### src/rtl/nand_rd_target.sv
module nand_rd_target #(
  parameter int unsigned PAGE_BYTES = 528,
  parameter int unsigned MEM_BYTES  = 33792,
  parameter logic [7:0]  KEY0       = 8'h3C,
  parameter logic [7:0]  KEY1       = 8'hA5
) (
  input  logic       clk,
  input  logic       rst_n,
  input  logic       ce1_n,
  input  logic       ce2_n,
  input  logic       re_n,
  input  logic       we_n,
  input  logic       ale,
  input  logic       cle,
  input  logic [7:0] din,
  output logic [7:0] dout,
  output logic       dout_oe,
  output logic       rdy1,
  output logic       rdy2,
  output logic       err
);
  localparam int unsigned PTR_W    = $clog2(MEM_BYTES);
  localparam int unsigned ROW_STEP = PAGE_BYTES * 256;
  localparam int unsigned NTGT     = 2;

  typedef enum logic [1:0] {ST_IDLE, ST_LO, ST_HI, ST_SPARE} mode_e;

  mode_e            mode   [NTGT];
  logic [1:0]       acnt   [NTGT];
  logic [PTR_W-1:0] ptr    [NTGT];
  logic [PTR_W-1:0] ptr_ld [NTGT];
  logic [PTR_W-1:0] ptr_inc[NTGT];
  logic [NTGT-1:0]  hit, err_set;

  logic we_q, re_q, rdy_q, oe_q;
  logic [7:0] dout_q;

  wire we_rise = we_n & ~we_q;
  wire re_fall = ~re_n & re_q;
  wire re_rise = re_n & ~re_q;
  wire sel_any = ~ce1_n | ~ce2_n;
  wire sel_t   = ce1_n;

  assign hit[0] = ~ce1_n;
  assign hit[1] = ce1_n & ~ce2_n;

  wire cmd_ev = we_rise & cle;
  wire adr_ev = we_rise & ~cle & ale;
  wire cmd_ok = (din == 8'hFF) || (din == 8'h00) || (din == 8'h01) || (din == 8'h50);

  function automatic logic [7:0] pattern(input logic t, input logic [PTR_W-1:0] a);
    logic [23:0] w;
    w = 24'(a);
    return w[7:0] ^ w[15:8] ^ w[23:16] ^ (t ? KEY1 : KEY0);
  endfunction

  always_comb begin
    for (int t = 0; t < NTGT; t++) begin
      logic [31:0] sum;
      case (acnt[t])
        2'd0:    sum = {24'd0, din} | ((mode[t] == ST_HI) ? 32'h100 :
                                       (mode[t] == ST_SPARE) ? 32'h200 : 32'h0);
        2'd1:    sum = 32'(ptr[t]) + 32'(din) * ROW_STEP;
        2'd2:    sum = 32'(ptr[t]) + 32'(din) * PAGE_BYTES;
        default: sum = 32'(ptr[t]);
      endcase
      ptr_ld[t]  = PTR_W'(sum % MEM_BYTES);
      ptr_inc[t] = (32'(ptr[t]) == MEM_BYTES - 1) ? '0 : ptr[t] + 1'b1;
      err_set[t] = hit[t] & ((cmd_ev & ~cmd_ok) |
                             (adr_ev & ((mode[t] == ST_IDLE) | (acnt[t] == 2'd3))));
    end
  end

  always_ff @(posedge clk) begin
    if (!rst_n) begin
      for (int t = 0; t < NTGT; t++) begin
        mode[t] <= ST_IDLE;
        acnt[t] <= '0;
        ptr[t]  <= '0;
      end
    end else begin
      for (int t = 0; t < NTGT; t++) begin
        if (hit[t] && cmd_ev && cmd_ok) begin
          case (din)
            8'h00:   mode[t] <= ST_LO;
            8'h01:   mode[t] <= ST_HI;
            8'h50:   mode[t] <= ST_SPARE;
            default: mode[t] <= ST_IDLE;
          endcase
          if (din != 8'hFF) acnt[t] <= '0;
        end else if (hit[t] && adr_ev && !err_set[t]) begin
          ptr[t]  <= ptr_ld[t];
          acnt[t] <= acnt[t] + 2'd1;
        end else if (hit[t] && re_rise) begin
          ptr[t] <= ptr_inc[t];
        end
      end
    end
  end

  always_ff @(posedge clk) begin
    if (!rst_n) begin
      we_q   <= 1'b1;
      re_q   <= 1'b1;
      rdy_q  <= 1'b0;
      oe_q   <= 1'b0;
      dout_q <= '0;
      err    <= 1'b0;
    end else begin
      we_q  <= we_n;
      re_q  <= re_n;
      rdy_q <= 1'b1;
      oe_q  <= sel_any & ~re_n & we_n;
      if (sel_any && re_fall) dout_q <= pattern(sel_t, sel_t ? ptr[1] : ptr[0]);
      if (|err_set) err <= 1'b1;
    end
  end

  assign dout    = dout_q;
  assign dout_oe = oe_q;
  assign rdy1    = rdy_q;
  assign rdy2    = rdy_q;

  AST_ERR_STICKY: assert property (@(posedge clk) disable iff (!rst_n)
    err |=> err);
  AST_READY_HELD: assert property (@(posedge clk) disable iff (!rst_n)
    1'b1 |=> (rdy1 && rdy2));
  AST_OE_ON_READ: assert property (@(posedge clk) disable iff (!rst_n)
    (sel_any && re_fall && we_n) |=> dout_oe);
  AST_OE_RELEASE: assert property (@(posedge clk) disable iff (!rst_n)
    re_n |=> !dout_oe);
  AST_NO_SELECT: assert property (@(posedge clk) disable iff (!rst_n)
    (ce1_n && ce2_n) |=> ($stable(ptr[0]) && $stable(ptr[1]) && $stable(dout)));

  for (genvar g = 0; g < NTGT; g++) begin : g_chk
    AST_PTR_RANGE: assert property (@(posedge clk) disable iff (!rst_n)
      32'(ptr[g]) < MEM_BYTES);
    AST_PTR_STEP: assert property (@(posedge clk) disable iff (!rst_n)
      (hit[g] && re_rise && we_n) |=>
        (32'(ptr[g]) == ((32'($past(ptr[g])) + 1) % MEM_BYTES)));
  end
endmodule

### config.mk
export PLATFORM = sky130hd
export DESIGN_NAME = nand_rd_target
export DESIGN_NICKNAME = d
export VERILOG_FILES = /design/src/rtl/nand_rd_target.sv
export SDC_FILE = /design/constraint.sdc
export NUM_CORES = 1
export LEC_CHECK = 0
export ABC_AREA = 1
export BUFFER_PORTS_ARGS = -buffer_cell sky130_fd_sc_hd__buf_2
export CORE_UTILIZATION = 35
export CTS_CLUSTER_SIZE = 12
export DETAILED_ROUTE_END_ITERATION = 8
export SYNTH_ARGS = -nofsm -noshare
export SYNTH_HDL_FRONTEND = slang
export SYNTH_SLANG_ARGS = --single-unit
export TNS_END_PERCENT = 1
### constraint.sdc
create_clock -name clk -period 8.88 [get_ports clk]
set_input_delay 2.22 -clock clk [delete_from_list [all_inputs] [get_ports clk]]
set_output_delay 2.22 -clock clk [all_outputs]
set_load 0.005 [all_outputs]
Yosys cells after proc, flatten, opt, wreduce, memory -nomap -nowiden --
Memories as Yosys holds them, arrays and structs flattened. Cells that the tools add are included.
Storage, ports and cells: logic and storage cells 187, flip-flop bits (word level) 13, input bits 16, output and inout port bits 12, bits in writable memories 40, memories 3
Memory list:
- ptr | words 2, bits a word 16, read ports 2, clocked after memory_dff 0, write ports 2, line 30 | logic [PTR_W-1:0] ptr [NTGT];
- acnt | words 2, bits a word 2, read ports 2, clocked after memory_dff 0, write ports 2, line 29 | logic [1:0] acnt [NTGT];
- mode | words 2, bits a word 2, read ports 2, clocked after memory_dff 0, write ports 2, line 28 | mode_e mode [NTGT];
Operators by class: bitwise operators 46, multipliers 2, reductions and logical operators 23, divide/modulo/power cells 2, add/sub/neg operators 8, muxes and demuxes 81, equal/unequal tests 16
Operators by type and width (number):
- $pmux 27 s3 | 2
- $mux 16 | 7
- $mod 32x16->32 const B | 2
- $mux 1 | 55
- $add 16x26->27 | 2
- $mux 10 | 4
- $add 16x18->19 | 2
- $add 16x1->16 const B | 2
- $eq 16x16->1 const B | 2
- $mul 8x6->14 const B | 2
- $mux 2 | 12
- $or 1x1->1 | 21
- $or 8x10->10 | 2
- $eq 2x2->1 const B | 8
- $xor 8x8->8 | 2
- $and 1x1->1 | 14
- $logic_and 1x1->1 | 11
- $eq 8x1->1 const B | 1
- $eq 8x7->1 const B | 1
- $eq 8x8->1 const B | 1
- $logic_not 2->1 | 4
- $logic_not 8->1 | 1
- $mux 8 | 1
- $ne 8x8->1 const B | 1
- other kinds (7) | 18

Longest topological paths before layout --
Gate-level depths: netlist of the first run.
depth after elaboration 16, mapped depth 79, mapped depth without buffers 79

Least setup slack after synthesis of the first run --
No wires, ideal clock.
path type input port to flip-flop, start input port din[2], end memory ptr[0][10] (netlist name) (data pin), data required time 8.627 ns, setup time 0.253 ns, cell stages on the path 61, path buffers 0, arrival time 9.269 ns, setup slack -0.642 ns, cells stage by stage ha_1 -> ha_1 -> ha_1 -> fa_1 -> nand2_1 -> nor2_4 -> nand3_1 -> nand2_1 -> nand2_1 -> nand3_1 -> nand2_1 -> o21ai_4 -> nand2_4 -> a21oi_4 -> nand3_1 -> nand2_2 -> nand3_2 -> o21bai_4 -> [25 not listed] -> nand2_2 -> nand2_4 -> nor2_4 -> nor2_8 -> nand3_2 -> inv_2 -> o21ai_2 -> inv_2 -> nand2_2 -> nand3_2 -> nand2_1 -> nand2_2 -> nand2_4 -> nand2_4 -> nand2_2 -> nand2_1 -> o21bai_1 -> inv_1
RTL lines:
- start, declared | line 15 | input logic [7:0] din,
- end, declared | line 30

==> results of run 1 <==
## cells in the mapped netlist, types with 15 or more instances
cell type / count / area (um2)
sky130_fd_sc_hd__a21oi_1: 67 / 335.3
sky130_fd_sc_hd__edfxtp_1: 40 / 1201
sky130_fd_sc_hd__ha_1: 53 / 663.1
sky130_fd_sc_hd__inv_1: 260 / 975.9
sky130_fd_sc_hd__inv_2: 30 / 112.6
sky130_fd_sc_hd__nand2_1: 459 / 1723
sky130_fd_sc_hd__nand2_2: 79 / 494.2
sky130_fd_sc_hd__nand3_1: 214 / 1071
sky130_fd_sc_hd__nand3_2: 16 / 160.2
sky130_fd_sc_hd__nand3b_1: 15 / 112.6
sky130_fd_sc_hd__nand4_1: 37 / 231.5
sky130_fd_sc_hd__nor2_1: 139 / 521.8
sky130_fd_sc_hd__nor2_2: 18 / 112.6
sky130_fd_sc_hd__nor3_1: 28 / 140.1
sky130_fd_sc_hd__o21ai_0: 92 / 460.4
sky130_fd_sc_hd__o21ai_1: 16 / 80.08
sky130_fd_sc_hd__xnor2_1: 15 / 131.4
sky130_fd_sc_hd__xor2_1: 39 / 341.6
## cell usage in the layout (no fill, tap or decap), drive strengths merged, types with 2 or more instances in the layout
cell type / n
a32o: 2
o21a: 2
o21ai: 115
edfxtp: 40
fa: 5
o31ai: 4
a32oi: 2
xnor2: 15
ha: 53
o21bai: 3
and2: 2
dfxtp: 13
xor2: 39
nor4: 3
nand4: 38
or2: 9
a21o: 2
buf: 375
clkinv: 4
nor2: 163
a21boi: 3
clkbuf: 5
nor3: 29
a21oi: 72
o211ai: 7
a31oi: 8
o221ai: 3
nand3b: 15
a22oi: 13
nand3: 231
o22ai: 11
o32ai: 4
nand2: 551
inv: 294
## final timing paths
kind	slack, ns	to
setup / recovery	-1.17	ptr[1][15]$_DFFE_PP_
hold / removal	0.54	dout[7]$_SDFFE_PN0P_
setup reg to reg	0.91	ptr[1][15]$_DFFE_PP_
hold reg to reg	0.54	dout[7]$_SDFFE_PN0P_
## registers in the layout, summed over array words and instances, names as in the netlist
name,flops
ptr,32
err,1
dout,8
acnt,4
re_q,1
mode,4
rdy1,1
we_q,1
dout_oe,1
## logic make-up (layout without fill, tap and decap cells)
kind of cell / count (synthesis) / count (layout) / share of synthesized area
flops: 53 / 53 / 0.1405
fa+ha+maj: 58 / 58 / 0.07340
simple gates: 1042 / 1042 / 0.4736
compound gates: 257 / 257 / 0.1521
buf+inv: 312 / 678 / 0.1139
mux: 1 / 1 / 0.0009626
xor+xnor: 54 / 54 / 0.04548
## repair_timing
item,4_1_cts,5_1_grt
pin swaps,77,111
endpoints found under the hold margin,0,0
setup endpoints to repair,12,12
gates resized for setup,83,158
gates cloned,0,0
buffers inserted,29,29
hold buffers,0,0
## worst max-delay path, delay by kind of cell
family | cells | cell delay (ns)
adders and majority gates | 4 | 1.20
and+or+nand+nor | 44 | 4.28
buffers and inverters | 12 | 1.46
AOI/OAI and AO/OA | 5 | 0.95
## cell type report
class                           instances  area share
Clock buffer                            5    0.008457
Clock inverter                          3    0.001607
Inverter                              295     0.07518
Multi-Input combinational cell       1412      0.5928
Sequential cell                        53     0.09877
Tap cell                              384     0.03247
Timing Repair Buffer                  375      0.1907
## metal layers
layer	vias up	wire length, um
li1	6582	-
met1	5828	15130
met2	241	16660
met3	42	1283
met4	0	523
met5	-	0
## metrics by stage
stage	cells	hold WS [ns]	TNS, ns	cell area [um2]	utilization
after floorplan	1777	0.5251	-4.417	10500	-
after global placement	2461	0.5110	-15.57	13220	0.4568
after detailed placement	2461	0.5337	-17.97	13220	0.4568
after CTS	2498	0.5447	-9.947	13940	0.4818
after global routing	2527	0.5944	-18.52	14800	0.5113
final	2527	0.5437	-11.28	14800	0.5113
==> run summary, run 1 <==
During synthesis, Yosys emitted a total of 0 warnings. Port buffering added 27 buffers. Global routing finished with a remaining overflow of 0.

The vertical die dimension works out to 174.4 um. The min-delay analysis places its worst path in the category reg -> reg. Along the worst path, the maximum fanout reaches 6.

OpenSTA, run right after detailed placement, puts the worst setup slack at -1.800 ns. In this run the critical register-to-register path is launched from ptr[1][14]$_DFFE_PP_. The clock net in this run drives a total of 53 sinks. Dividing the detail-routed wire length by the instance count gives 13.30 um. The estimated wirelength of the detail-placed design is 26010 um.

The most used flip-flop cell after synthesis is sky130_fd_sc_hd__edfxtp_1. The count of endpoints failing hold in the final timing report is 0, and the arrival time at the worst endpoint is 10.12 ns. Counting flops and latches in the post-synthesis netlist gives 53. Summing all multi-input logic gate instances after layout gives 8771 um2.

The depth of the worst register-to-register path is 55, and the number of design-rule violations left by the first detailed-router iteration is 865. In this run the worst setup path begins at din[2]. The floorplan has 62 rows.

Mean number of vias per cell: 5.023. Setup repair after global routing could not meet its margin everywhere. The DRC violation count after routing came out at 0. The first-pass detailed-route iteration total is 6, and the remaining antenna violation count after routing is 0.

After global routing, the most crowded layer is met2. The pin slew with the least headroom to its limit works out to 0.9399 ns. The antenna diode count is 0. For the worst endpoint required time, the log shows 8.95 ns.

Relative max-transition margin: 0.3668. The full die area is 30400 um2. The region available for standard cell placement spans 28940 um2. The die is 174.4 um wide. The sequential standard cell area was 1461 um2. STA classifies the critical path startpoint as a primary input. For the least setup slack across all paths after layout, the log shows -1.171 ns. The clock root buffer is sky130_fd_sc_hd__clkbuf_16.

For the number of distinct library cells after synthesis, the log shows 61. Counting flops with a built-in enable in the synthesized netlist gives 40. The logs give 0.01173 ns for the worst-case clock skew and 0 for the number of antenna violations at the first check in global routing.

The fraction of synthesis flops using an asynchronous set or reset pin works out to 0. The startpoint identified for the worst hold timing path is dout[7]$_SDFFE_PN0P_. A synthesized cell averages 5.852 um2. Max-cap violations in this run came to 0. The maximum single-stage delay on the critical path is 0.57 ns, and the gate count of the mapped netlist is 1777.

The mapped netlist covers 10400 um2. The first global-routing pass estimated 54720 um of wire. The largest net degree at the start of global routing is 39. The max-slew violation total from the final report was 0; the H-tree level count was 2. The number of nets handed over by synthesis was 1851. The fraction of final layout cells sized beyond drive strength 1 was 0.3411. Relative to the synthesized area, the layout overhead comes to 42.28%.

The critical path is of the in -> reg type. The clock reaches the later pin of the worst-skew pair after 0.31 ns. The flow ran to the end, but the final reports show violations.

The via count of the first global-routing pass was 11978; the final-layout fill cell count was 2855. Fraction of the yosys area taken by sequential cells: 0.1405. The worst hold path was traced through 2 stages.

Buffer depth of the longest clock path: 2. Derived from the worst setup path, the maximum achievable clock frequency is 0.09950 GHz. For the met2 usage in global routing, the log shows 0.3777. The count of nets after finishing is 2216. The smallest clock period supported by the final layout is computed as 10.05 ns. For the top-level port count, the log shows 28.

For the total number of vias, the log shows 12693. The final reports fail on setup timing. The final period utilization is 1.132. The worst setup path is captured at a flip-flop. The slowest library cell on the worst path was sky130_fd_sc_hd__fa_2. The met3 routing resource usage after global routing came out at 0.01859. The logs give 0.3594 for the initial standard-cell utilization of the core and 33600 um for the total detailed-routing wirelength. The CTS buffer count is 5, and the clock transition time at the flip-flop clock pins of the worst setup and hold paths is 0.08 ns. TritonCTS built the clock tree.

Setup violations remaining at the end of the flow were counted as 12. Final RePlAce weighted congestion: 0.8916. By instance count, the cell type seen most on the critical path is sky130_fd_sc_hd__nand2_4. The tools report the global-route usage over all layers as 0.2128.

Fraction of met1 tracks used by global routing: 0.2762.
Power of run 1 is not shown: default switching activity piles up to over one toggle a cycle in this logic, so the estimate is an artifact.
==> run 2: changes to the inputs <==
--- a/config.mk
+++ b/config.mk
@@ -7,9 +7,11 @@
 export LEC_CHECK = 0
 export ABC_AREA = 1
 export BUFFER_PORTS_ARGS = -buffer_cell sky130_fd_sc_hd__buf_2
-export CORE_UTILIZATION = 35
+export CORE_UTILIZATION = 59
 export CTS_CLUSTER_SIZE = 12
 export DETAILED_ROUTE_END_ITERATION = 8
+export PLACE_DENSITY = 0.79
+export SLEW_MARGIN = 0
 export SYNTH_ARGS = -nofsm -noshare
 export SYNTH_HDL_FRONTEND = slang
 export SYNTH_SLANG_ARGS = --single-unit
==> run 2 against run 1 <==
  * Sequential cell count is the same
  * Setup slack got worse by 0.20 ns
  * Highest routed layer unchanged
  * Register-to-register slack got worse by 0.08 ns
  * Sequential share of layout area up 0.26 points
  * The run still ends with setup timing left
  * Critical path type unchanged
  * Clock skew decreased by 0.0068 ns
  * Core utilization up 33 points
  * Hold slack gained 0.0095 ns
  * Non-clock buffer count is 18 lower
==> run summary, run 2 (same netlist as run 1, synthesis figures left out) <==
The total number of vias came out at 13651 (+7.5%). The run gives 0.83 ns (-0.08 ns) as the reg2reg setup slack. The run gives 0 (unchanged) as the remaining antenna violation count after routing. The accumulated negative setup slack came out at -14.49 ns (-3.207 ns). The library cell used most frequently in the layout, excluding fill and tap cells, is sky130_fd_sc_hd__nand2_1. The depth of the worst register-to-register path was 60 (+9.1%).

STA classifies the critical path startpoint as a primary input. The post-layout minimum cycle time came out at 10.25 ns (+0.1956 ns). Clock root buffer: sky130_fd_sc_hd__clkbuf_16. The fraction of final layout cells sized beyond drive strength 1 works out to 0.3355 (-0.005581). Arrival time at the worst endpoint: 10.31 ns (+0.19 ns). The worst slack on hold paths was 0.5531 ns (+0.009454 ns). In this run the critical register-to-register path is launched from ptr[0][12]$_SDFFCE_PN0P_. The register ranked first by flip-flop count was ptr.

The origin of the worst min-delay path is dout[7]$_SDFFE_PN0P_. The logs give 2 (unchanged) for the buffer depth of the longest clock path and 53 (unchanged) for the clock sink total. The tools report the endpoint of the lowest-slack register-to-register path as ptr[0][10]$_SDFFCE_PN0P_. The horizontal die dimension is 134.8 um (-23%). The worst slack at placement was -1.471 ns (+0.3292 ns); the global-route usage over all layers was 0.3669 (+0.1541). The run gives 0 (unchanged) as the number of max-cap violations. The endpoint of the worst hold path was dout[7]$_SDFFE_PN0P_. The clock latency at the later pin of the worst-skew pair came out at 0.30 ns (about the same). Total overflow reported by the global router: 0 (unchanged).

The tools report the category of the worst setup path capture point as a flip-flop. The number of setup violations in the final report came out at 12 (unchanged). Type of the most critical hold path: reg -> reg.

The mean number of vias per cell was 5.809 (+16%). The full die area is 18160 um2 (-40%), and the number of instances on the worst hold path is 2 (unchanged). Timing-limited maximum frequency: 0.09760 GHz (-1.9%). For the number of antenna violations at the first check in global routing, the log shows 0 (unchanged). The pin slew with the least headroom to its limit was 0.9153 ns (-0.02457 ns).

The tools report the relative max-transition margin as 0.3833 (+0.01655). The area growth from synthesis to layout is 38.65%. The logs give 0 (unchanged) for the antenna diode count and 26610 um (+2.3%) for the estimated wirelength of the detail-placed design.

Clock transition time at the flip-flop clock pins of the worst setup and hold paths: 0.08 ns (about the same). The logs give 37210 um (+11%) for the total detailed-routing wirelength and 0 (unchanged) for the max-slew violation total from the final report. The first-pass detailed-route iteration total was 8 (+2). The count of port buffers added during placement was 27 (unchanged); the core utilization of the finished layout was 0.8365 (+0.3251). For the core area, the log shows 17240 um2 (-40%). The top cell types in the final layout, fill and taps aside, are sky130_fd_sc_hd__nand2_1 (392), sky130_fd_sc_hd__buf_4 (325), sky130_fd_sc_hd__inv_1 (252), sky130_fd_sc_hd__nand3_1 (168), sky130_fd_sc_hd__nor2_1 (120). The run finished, with violations left. The critical-path maximum fanout is 7 (+1), and the maximum single-stage delay on the critical path is 0.58 ns (about the same). For the largest net degree at the start of global routing, the log shows 39 (unchanged).

The DRC violation count after routing came out at 0 (unchanged). The tools report the worst endpoint required time as 8.95 ns (about the same). The checks that failed: setup timing.

Average routed wire per standard cell: 15.84 um (+19%). The type of the worst setup path is in -> reg. The number of design-rule violations left by the first detailed-router iteration is 1230 (+42%), and the number of buffers and inverters on the critical path is 8 (-4). The tools report the least setup slack across all paths after layout as -1.366 ns (-0.1956 ns). Initial standard-cell utilization of the core: 0.6033 (+0.2439).

The logs give 48 (-23%) for the total number of placement rows and 0 (unchanged) for the count of endpoints failing hold in the final timing report. For the worst-case clock skew, the log shows 0.004906 ns (-0.006823 ns). The final period utilization was 1.154 (+0.02203). The final RePlAce weighted congestion is 0.9945 (+12%), and the H-tree level count is 2 (unchanged).

The top cell family by delay on the critical path was simple AND/OR/NAND/NOR gates. The count of nets after finishing is 2198 (-0.81%). For the via count of the first global-routing pass, the log shows 12365 (+3.2%). The vertical die dimension came out at 134.8 um (-23%). The flip-flop count of the largest register after layout works out to 32 (unchanged). The top-level port count is 28 (unchanged). Setup repair after global routing could not meet its margin everywhere.

The most numerous cell type found on the critical path is sky130_fd_sc_hd__nand2_4. The CTS buffer count came out at 5 (unchanged). TritonCTS built the clock tree. On the critical path, the stage with the largest delay is an instance of sky130_fd_sc_hd__fa_2. The run gives 54920 um (+0.35%) as the global-route wire length before repair. The critical path depth is 63 (-3.1%).
run 2: repair_timing:
| action | CTS | global route |
|---|---|---|
| endpoints found under the setup margin | 12 | 12 |
| hold buffers | 0 | 0 |
| pin swaps | 42 | 107 |
| gates resized for setup | 71 | 160 |
| setup buffers | 9 | 25 |
run 2: routing by layer:
metal / track usage / wire (um)
met2: 0.6529 / 18150
met3: 0.03453 / 2794
met1: 0.4367 / 14250
met4: 0.1916 / 2018
met5: 0 / 0
run 2: worst max-delay path by stage:
stage          startpoint                        to  slack (ns)
6_report           din[2]  ptr[0][10]$_SDFFCE_PN0P_       -1.37
5_1_grt            din[2]  ptr[0][10]$_SDFFCE_PN0P_       -1.85
4_1_cts            din[1]      ptr[1][12]$_DFFE_PP_       -0.85
3_5_place_dp       din[2]      ptr[1][10]$_DFFE_PP_       -1.47
3_3_place_gp       din[2]      ptr[1][10]$_DFFE_PP_       -1.25
2_1_floorplan      din[2]  ptr[0][10]$_SDFFCE_PN0P_       -0.44
run 2: tightest hold or removal path, delay by kind of cell (launching register included):
kind / cells / cell delay (ns)
DFF: 1 / 0.31
AOI/OAI and AO/OA: 2 / 0.20
run 2: cell type report:
class,instances,area [um2]
inverter,295,1116
fill,1138,2819
tap,225,281.5
clock buffer,6,150.1
multi-input combinational,1412,8753
timing repair buffer,357,2638
clock inverter,2,17.52
sequential,53,1461
run 2: per-stage QoR:
step | instances | instance area (um2)
after detailed placement | 2309 | 13070
final | 2350 | 14420
after floorplan | 1777 | 10500
after CTS | 2326 | 13610
after global placement | 2309 | 13070
after global routing | 2350 | 14420
Power of run 2 is left out for the same reason.
